===== src/rtl/crf_pkg.sv =====
package crf_pkg;

   localparam int unsigned BM_WORD_BITS = 32;
   localparam int unsigned BM_BIT_W     = $clog2(BM_WORD_BITS);
   localparam int unsigned BM_WORD_SHL  = $clog2(BM_WORD_BITS / 8);

   typedef enum logic [1:0] {
      ST_IDLE = 2'd0,
      ST_WAIT = 2'd1,
      ST_HOLD = 2'd2
   } state_e;

endpackage


===== src/rtl/crf_locate.sv =====
// Maps a capability base onto the heap window and the bitmap word/bit.
module crf_locate #(
   parameter int unsigned       ADDR_W      = 32,
   parameter int unsigned       GRAN_BYTES  = 8,
   parameter logic [ADDR_W-1:0] HEAP_START  = '0,
   parameter logic [ADDR_W-1:0] HEAP_SIZE   = '0,
   parameter logic [ADDR_W-1:0] BITMAP_BASE = '0
) (
   input  logic [ADDR_W-1:0]            base_i,
   output logic                         in_heap_o,
   output logic [ADDR_W-1:0]            word_addr_o,
   output logic [crf_pkg::BM_BIT_W-1:0] bit_o
);
   import crf_pkg::*;

   localparam int unsigned GRAN_SHIFT = $clog2(GRAN_BYTES);

   logic [ADDR_W-1:0] offset;
   logic [ADDR_W-1:0] gran_idx;
   logic [ADDR_W-1:0] word_idx;

   always_comb begin
      offset      = base_i - HEAP_START;
      in_heap_o   = (base_i >= HEAP_START) && (offset < HEAP_SIZE);
      gran_idx    = offset >> GRAN_SHIFT;
      word_idx    = gran_idx >> BM_BIT_W;
      word_addr_o = BITMAP_BASE + (word_idx << BM_WORD_SHL);
      bit_o       = gran_idx[BM_BIT_W-1:0];
   end

endmodule


===== src/rtl/crf_seq.sv =====
// Sequencer: waits the bitmap latency, samples the revocation bit, holds result.
module crf_seq #(
   parameter int unsigned RD_LAT = 2
) (
   input  logic                                clk_i,
   input  logic                                rst_ni,
   input  logic                                start_i,
   input  logic [crf_pkg::BM_BIT_W-1:0]        bit_i,
   input  logic [crf_pkg::BM_WORD_BITS-1:0]    rdata_i,
   input  logic                                taken_i,
   output crf_pkg::state_e                     state_o,
   output logic                                freed_o
);
   import crf_pkg::*;

   state_e              state_q;
   logic [BM_BIT_W-1:0] bit_q;
   logic                freed_q;
   logic                last_wait;

   generate
      if (RD_LAT == 1) begin : g_lat_one
         assign last_wait = 1'b1;
      end else begin : g_lat_cnt
         localparam int unsigned CNT_W = $clog2(RD_LAT + 1);
         logic [CNT_W-1:0] cnt_q;
         always_ff @(posedge clk_i or negedge rst_ni) begin
            if (!rst_ni) begin
               cnt_q <= '0;
            end else if (start_i) begin
               cnt_q <= CNT_W'(RD_LAT);
            end else if (state_q == ST_WAIT) begin
               cnt_q <= cnt_q - 1'b1;
            end
         end
         assign last_wait = (cnt_q == CNT_W'(1));
      end
   endgenerate

   always_ff @(posedge clk_i or negedge rst_ni) begin
      if (!rst_ni) begin
         state_q <= ST_IDLE;
         bit_q   <= '0;
         freed_q <= 1'b0;
      end else begin
         unique case (state_q)
            ST_IDLE: if (start_i) begin
               state_q <= ST_WAIT;
               bit_q   <= bit_i;
            end
            ST_WAIT: if (last_wait) begin
               state_q <= ST_HOLD;
               freed_q <= rdata_i[bit_q];
            end
            ST_HOLD: if (taken_i) state_q <= ST_IDLE;
            default: state_q <= ST_IDLE;
         endcase
      end
   end

   assign state_o = state_q;
   assign freed_o = freed_q;

endmodule


===== src/rtl/crf_hold.sv =====
// Storage for the response payload while the bitmap is consulted.
module crf_hold #(
   parameter int unsigned DATA_W = 64
) (
   input  logic              clk_i,
   input  logic              rst_ni,
   input  logic              load_i,
   input  logic [DATA_W-1:0] data_i,
   output logic [DATA_W-1:0] data_o
);
   always_ff @(posedge clk_i or negedge rst_ni) begin
      if (!rst_ni)     data_o <= '0;
      else if (load_i) data_o <= data_i;
   end
endmodule


===== src/rtl/cap_revoke_filter.sv =====
module cap_revoke_filter #(
   parameter int unsigned       ADDR_W      = 32,
   parameter int unsigned       DATA_W      = 64,
   parameter int unsigned       GRAN_BYTES  = 8,
   parameter int unsigned       RD_LAT      = 2,
   parameter logic [ADDR_W-1:0] HEAP_START  = 32'h2000_0000,
   parameter logic [ADDR_W-1:0] HEAP_SIZE   = 32'h0001_0000,
   parameter logic [ADDR_W-1:0] BITMAP_BASE = 32'h3000_0000
) (
   input  logic              clk_i,
   input  logic              rst_ni,
   input  logic              ld_valid_i,
   output logic              ld_ready_o,
   input  logic              ld_is_cap_i,
   input  logic              ld_tag_i,
   input  logic [DATA_W-1:0] ld_data_i,
   input  logic [ADDR_W-1:0] ld_base_i,
   output logic              bm_req_o,
   output logic [ADDR_W-1:0] bm_addr_o,
   input  logic [31:0]       bm_rdata_i,
   output logic              rf_valid_o,
   input  logic              rf_ready_i,
   output logic              rf_is_cap_o,
   output logic              rf_tag_o,
   output logic [DATA_W-1:0] rf_data_o
);
   import crf_pkg::*;

   // elaboration-time parameter checks
   if (RD_LAT < 1) begin : g_bad_lat
      $error("RD_LAT must be at least 1");
   end
   if ((GRAN_BYTES < 2) || ((GRAN_BYTES & (GRAN_BYTES - 1)) != 0)) begin : g_bad_gran
      $error("GRAN_BYTES must be a power of two");
   end
   if ((HEAP_START % GRAN_BYTES) != 0 || (HEAP_SIZE % GRAN_BYTES) != 0) begin : g_bad_heap
      $error("heap window must be granule aligned");
   end
   if ((BITMAP_BASE % 4) != 0) begin : g_bad_bm
      $error("BITMAP_BASE must be word aligned");
   end

   logic                in_heap;
   logic [ADDR_W-1:0]   word_addr;
   logic [BM_BIT_W-1:0] bit_sel;
   logic                needs_lookup;
   logic                idle;
   logic                bypass;
   logic                start;
   logic                freed;
   logic [DATA_W-1:0]   data_q;
   state_e              state;

   crf_locate #(
      .ADDR_W      (ADDR_W),
      .GRAN_BYTES  (GRAN_BYTES),
      .HEAP_START  (HEAP_START),
      .HEAP_SIZE   (HEAP_SIZE),
      .BITMAP_BASE (BITMAP_BASE)
   ) i_locate (
      .base_i      (ld_base_i),
      .in_heap_o   (in_heap),
      .word_addr_o (word_addr),
      .bit_o       (bit_sel)
   );

   assign needs_lookup = ld_is_cap_i & ld_tag_i & in_heap;
   assign idle         = (state == ST_IDLE);
   assign bypass       = idle & ~needs_lookup;
   assign start        = idle & ld_valid_i & needs_lookup;

   crf_seq #(
      .RD_LAT (RD_LAT)
   ) i_seq (
      .clk_i   (clk_i),
      .rst_ni  (rst_ni),
      .start_i (start),
      .bit_i   (bit_sel),
      .rdata_i (bm_rdata_i),
      .taken_i (rf_ready_i),
      .state_o (state),
      .freed_o (freed)
   );

   crf_hold #(
      .DATA_W (DATA_W)
   ) i_hold (
      .clk_i  (clk_i),
      .rst_ni (rst_ni),
      .load_i (start),
      .data_i (ld_data_i),
      .data_o (data_q)
   );

   assign bm_req_o    = start;
   assign bm_addr_o   = word_addr;
   assign ld_ready_o  = idle & (needs_lookup | rf_ready_i);
   assign rf_valid_o  = bypass ? ld_valid_i  : (state == ST_HOLD);
   assign rf_is_cap_o = bypass ? ld_is_cap_i : 1'b1;
   assign rf_tag_o    = bypass ? ld_tag_i    : ~freed;
   assign rf_data_o   = bypass ? ld_data_i   : data_q;

endmodule


===== config.mk =====
export PLATFORM = sky130hd
export DESIGN_NAME = cap_revoke_filter
export DESIGN_NICKNAME = d
export VERILOG_FILES = /design/src/rtl/crf_pkg.sv /design/src/rtl/crf_locate.sv /design/src/rtl/crf_seq.sv /design/src/rtl/crf_hold.sv /design/src/rtl/cap_revoke_filter.sv
export SDC_FILE = /design/constraint.sdc
export NUM_CORES = 1
export LEC_CHECK = 0
export BUFFER_PORTS_ARGS = -buffer_cell sky130_fd_sc_hd__buf_2
export CAP_MARGIN = 10
export CORE_ASPECT_RATIO = 0.75
export CORE_MARGIN = 2
export CORE_UTILIZATION = 45
export DETAILED_ROUTE_END_ITERATION = 12
export PLACE_DENSITY = 0.81
export SYNTH_ARGS = -nofsm -noshare
export SYNTH_HDL_FRONTEND = slang
export SYNTH_SLANG_ARGS = --single-unit

===== constraint.sdc =====
create_clock -name clk_i -period 2.95 [get_ports clk_i]
set_clock_uncertainty 0.1 [all_clocks]
set_input_delay 0.295 -clock clk_i [delete_from_list [all_inputs] [get_ports clk_i]]
set_output_delay 0.295 -clock clk_i [all_outputs]
set_load 0.03 [all_outputs]

# Yosys cells after proc, flatten, opt, wreduce, memory -nomap -nowiden
# Cells that the tools add are included.
word_totals:
  regBits: 74
  input_bits: 134
  output_inout_bits: 101
  word_cells: 44
classes:
  add_sub_neg: 3
  order_cmp: 3
  n_eq_ne: 6
  muxes: 12
  n_bitwise: 9
  n_reduce_logical: 6
ops:
  columns: ["operator", "n"]
  rows:
  - ["$mux 64", 1]
  - ["$ge 32x30->1 const B", 1]
  - ["$lt 32x17->1 const B", 1]
  - ["$sub 32x30->32 const B", 1]
  - ["$add 30x26->31 const A", 1]
  - ["$mux 2", 5]
  - ["$and 1x1->1", 6]
  - ["$lt 5x6->1 const B", 1]
  - ["$pmux 2 s3", 1]
  - ["$bmux 1 s5", 1]
  - ["$eq 2x1->1 const B", 2]
  - ["$mux 1", 4]
  - ["$ne 2x2->1 const B", 2]
  - ["$reduce_and 2->1", 2]
  - ["$reduce_and 3->1", 1]
  - ["$eq 2x2->1 const B", 1]
  - ["$logic_not 2->1", 1]
  - ["$ne 2x1->1 const B", 1]
  - ["$not 1->1", 2]
  - ["$reduce_bool 2->1", 1]
  - ["$sub 2x1->2 const B", 1]
  - ["$logic_and 1x1->1", 1]
  - ["$or 1x1->1", 1]

# Logic depth before layout (Yosys ltp)
depth:
  word_depth: 7
  depth_mapped: 8
  depth_no_buf: 6

# Cells and area by module
# Synthesis repeated with hierarchy kept, for this count alone.
unflattened:
  hier_cells: 337
  area_unflattened_um2: 4648.2
by_module_without_submodules:
  columns: ["mod", "instances", "cells_each", "area_each_um2", "seq_area_each_um2"]
  rows:
  - ["crf_hold", 1, 135, 2678.8, 1601.5]
  - ["cap_revoke_filter", 1, 82, 864.6, 0.0]
  - ["crf_seq", 1, 72, 757.0, 250.2]
  - ["crf_locate", 1, 48, 347.8, 0.0]

# Worst setup path after synthesis
# No wires, ideal clock.
synth_timing:
  path_type: "in2out"
  from: "input ld_base_i[29]"
  to: "output rf_tag_o"
  t_arrival_ps: 2523
  required_time_ps: 2555
  slack_ps: 32
  stages: 8
  path_buffers: 2
  cell_sequence: "inv_1 > ha_1 > xor2_1 > nand4b_2 > o21ai_1 > buf_2 > buf_4 > mux2i_1"
synth_between:
  elab_chain_len: 7
  elab_cells_between_ends: 8
  classes_between: "1 x add/sub; 2 x order compare; 1 x mux; 3 x bitwise; 1 x reduce/logical"
synth_rtl:
  columns: ["element", "line_no", "text"]
  rows:
  - ["start, declared", "cap_revoke_filter.sv:17", "input logic [ADDR_W-1:0] ld_base_i,"]
  - ["$sub 32x30->32", "crf_locate.sv:23", "offset = base_i - HEAP_START;"]
  - ["$lt 32x17->1", "crf_locate.sv:24", "in_heap_o = (base_i >= HEAP_START) && (offset < HEAP_SIZE);"]
  - ["$logic_and 1x1->1 *", "crf_locate.sv:24", null]
  - ["$and 1x1->1 *", "cap_revoke_filter.sv:67", "assign needs_lookup = ld_is_cap_i & ld_tag_i & in_heap;"]
  - ["$not 1->1 *", "cap_revoke_filter.sv:69", "assign bypass = idle & ~needs_lookup;"]
  - ["$and 1x1->1 *", "cap_revoke_filter.sv:69", null]
  - ["$mux 1 *", "cap_revoke_filter.sv:100", "assign rf_tag_o = bypass ? ld_tag_i : ~freed;"]
  - ["end, declared", "cap_revoke_filter.sv:24", "output logic rf_tag_o,"]
# Every way passes the cells marked *; elsewhere a longest branch is shown, timed or not.

# Worst setup path after layout
layout_timing:
  from: "input ld_base_i[29]"
  to: "output rf_data_o[58]"
layout_between:
  elab_chain_len: 7
  elab_cells_between_ends: 8
  classes_between: "1 x add/sub; 2 x order compare; 1 x mux; 3 x bitwise; 1 x reduce/logical"
layout_rtl:
  columns: ["element", "line_no", "text"]
  rows:
  - ["$sub 32x30->32", "crf_locate.sv:23", null]
  - ["$lt 32x17->1", "crf_locate.sv:24", null]
  - ["$logic_and 1x1->1 *", "crf_locate.sv:24", null]
  - ["$and 1x1->1 *", "cap_revoke_filter.sv:67", null]
  - ["$not 1->1 *", "cap_revoke_filter.sv:69", null]
  - ["$and 1x1->1 *", "cap_revoke_filter.sv:69", null]
  - ["$mux 64 *", "cap_revoke_filter.sv:101", "assign rf_data_o = bypass ? ld_data_i : data_q;"]
  - ["end, declared", "cap_revoke_filter.sv:25", "output logic [DATA_W-1:0] rf_data_o"]
# Marks and branches as above.

==> flow_summary.json <==
{
  "status": "finished, violations left",
  "violations": "hold timing",
  "ios": 235,
  "gp_congestion": 0.825,
  "regArea_mm2": 0.00185,
  "crit_start": "ld_base_i[29]",
  "yosysTopAreaCell": "dfrtp_1",
  "peakVddDrop_mv": 0.312,
  "async_flop_share_pct": 100,
  "clock-root-buffer": "clkbuf_16",
  "fin_crit_ns": 2.79,
  "grt_pass1_wl_um": 14800,
  "grtUsageTotal_pct": 18.6,
  "syn_inst": 312,
  "diodes": 0,
  "worst-r2r-cell-count": 4,
  "p_comb_share_pct": 13.7,
  "tns_ns": 0,
  "n_fill_cell": 756,
  "die_w_um": 116,
  "share_seq_of_total_power_pct": 36.4,
  "initial_core_util_pct": 46.6,
  "synth_most_common_cell": "mux2_2",
  "clkSinkCount": 74,
  "fmax_mhz": 359,
  "vias": 3106,
  "wl_per_cell_um": 15.5,
  "yosysUniqueCellTypes": 38,
  "rows": 30,
  "firstDrtPassIters": 4,
  "htree_levels": 3,
  "ys.flop_type": "dfrtp_1",
  "min_period_over_period_pct": 94.5,
  "grt_pass1_vias": 3195,
  "slew_headroom_pct": 38.5,
  "antenna_found_initial": 0,
  "drtAntennaViolNets": 0,
  "clk_path_buf_depth": 2,
  "synthTopCellsByCount": "mux2_2 (109), dfrtp_1 (74), buf_4 (33)",
  "synth_area_per_cell_um2": 13.6,
  "dieHeight_um": 88.0,
  "synth_seq_area_share_pct": 43.7,
  "r2r_start": "i_seq.bit_q[0]$_DFFE_PN0P_",
  "p_clk_share_pct": 49.8,
  "ys.warnings.count": 0,
  "r2r_slack_ns": 0.83,
  "hpwl_um": 6940,
  "clk_latency_ns": 0.32,
  "p_per_area_mw_per_mm2": 499,
  "cp_max_fo": 33,
  "synth_enable_flop_cells": 0,
  "drc_errors": 0,
  "drt_iter0_drc": 102,
  "drive_above_1_share_pct": 69.7,
  "cts_tree": "built",
  "swShare_pct": 23.1,
  "setup_violations": 0,
  "crit_arrival_ns": 2.39,
  "synth_area_leaders": "dfrtp_1 (44%), mux2_2 (29%), mux2_1 (6.7%)",
  "p_leak_nw": 2.90,
  "area_growth_pct": 31.9,
  "fin_area_mm2": 0.00558,
  "synth.ff_latch_count": 74,
  "via_per_inst": 4.95,
  "nets": 630,
  "critical_path_class": "in -> out",
  "cts_setup_buffers": 0,
  "tightest_slew_ns": 0.923,
  "maxCapViolCount": 0,
  "cts_hold_buf": 0,
  "drt_wl_total_um": 9700,
  "multi_input_area_mm2": 0.00203,
  "crit_required_ns": 2.56,
  "core_area_mm2": 0.00908,
  "internal_power_mw": 2.14,
  "grt-ovfl-total": 0,
  "reg2reg_to": "i_seq.freed_o$_DFFE_PN0P_",
  "grt_max_degree": 75,
  "critPathLaunchType": "input pin",
  "min_path_type": "in -> async",
  "end_kind": "output pin",
  "placed_cell_area_mm2": 0.00517,
  "io_buffers": 207,
  "cts_resized": 0,
  "p_switching_uw": 645,
  "rsz0062_at_grt": "false",
  "timing.hold.ws_ns": -0.00896,
  "clk_pin_slew_ns": 0.06,
  "synth_top_area_share_pct": 43.7,
  "cts_buffers": 9,
  "syn_area_mm2": 0.00423,
  "maxSlewViolCount": 0,
  "hold_violations": 2,
  "die_area_mm2": 0.0102
}
how the worst max path moves through the flow:
| stage | endpoint | slack [ns] | depth (start not counted) |
|---|---|---|---|
| after detailed placement | rf_data_o[44] | 0.12 | 9 |
| after global routing | rf_data_o[24] | 0.006 | 9 |
| after CTS | rf_data_o[44] | 0.11 | 9 |
| final | rf_data_o[58] | 0.16 | 9 |
| after global placement | rf_data_o[60] | 0.15 | 9 |
| after floorplan | rf_tag_o | 0.03 | 8 |
final cells by class:
type	count	area share [%]
multi-input combinational	191	36.4
sequential	74	33.2
timing repair buffer	211	20.1
clock buffer	12	4.77
tap	128	2.87
clock inverter	4	2.15
inverter	7	0.471
state kept, by name, indices dropped and copies added, names as in the netlist:
register and cells:
i_seq.state_o 2, i_seq.g_lat_cnt.cnt_q 2, i_seq.freed_o 1, i_seq.bit_q 5, i_hold.data_o 64
power groups by stage:
stage | sequential, mW | clock [mW] | combinational (mW)
floorplan | 1.03 | 0 | 0.251
global placement | 1.03 | 0 | 0.375
detailed placement | 1.03 | 0 | 0.383
CTS | 1.02 | 1.42 | 0.384
global route | 1.01 | 1.46 | 0.408
finish | 1.02 | 1.39 | 0.382
stage by stage:
| step | hold WS [ns] | setup WS, ns | util (%) | cells | total power, mW |
|---|---|---|---|---|---|
| 6_report | -0.00896 | 0.162 | 61.4 | 627 | 2.79 |
| 5_1_grt | 0.0607 | 0.00602 | 61.4 | 627 | 2.89 |
| 4_1_cts | 0.0440 | 0.105 | 61.2 | 626 | 2.82 |
| 3_5_place_dp | 0.374 | 0.125 | 56.9 | 610 | 1.42 |
| 3_3_place_gp | 0.361 | 0.155 | 56.9 | 610 | 1.41 |
| 2_1_floorplan | -0.101 | 0.0320 | - | 318 | 1.28 |
placed cells by master, fill, tap and decap left out, types with 2 or more instances in the layout:
| master | instances |
|---|---|
| buf_2 | 206 |
| mux2_2 | 109 |
| dfrtp_1 | 74 |
| mux2_1 | 25 |
| clkbuf_16 | 10 |
| conb_1 | 8 |
| inv_1 | 7 |
| mux4_2 | 7 |
| mux2i_1 | 5 |
| nor2_1 | 4 |
| nand2_1 | 4 |
| bufinv_16 | 4 |
| clkbuf_8 | 3 |
| buf_12 | 3 |
| o21ai_0 | 2 |
| o21a_1 | 2 |
| nor2b_1 | 2 |
| ha_1 | 2 |
per-layer routing:
layer  track usage (%)  vias up  share of wire, %
li1                  -     1467                 -
met1              22.2     1495                41
met2              30.1      131                48
met3              8.24       13               9.4
met4              6.39        0               1.6
met5                 0        -                 0
critical path, cell delays in order:
cell,delay [ns]
buf_2,0.09
inv_1,0.05
ha_1,0.29
nor4b_1,0.31
nand2_1,0.25
o21ai_4,0.25
clkbuf_16,0.27
mux2_2,0.36
buf_2,0.18
logic make-up (layout without fill, tap and decap cells):
| group | Yosys count | count (layout) | share of synthesized area (%) |
|---|---|---|---|
| other | 2 | 8 | 0.177 |
| DFF | 74 | 74 | 43.7 |
| xor gates and xnor gates | 1 | 1 | 0.207 |
| adders and majority gates | 2 | 2 | 0.591 |
| AOI/OAI and AO/OA | 15 | 15 | 2.63 |
| and+or+nand+nor | 19 | 19 | 3.07 |
| muxes | 146 | 146 | 40.6 |
| buffers and inverters | 53 | 234 | 9.02 |
(Power assumes the default switching activity.)
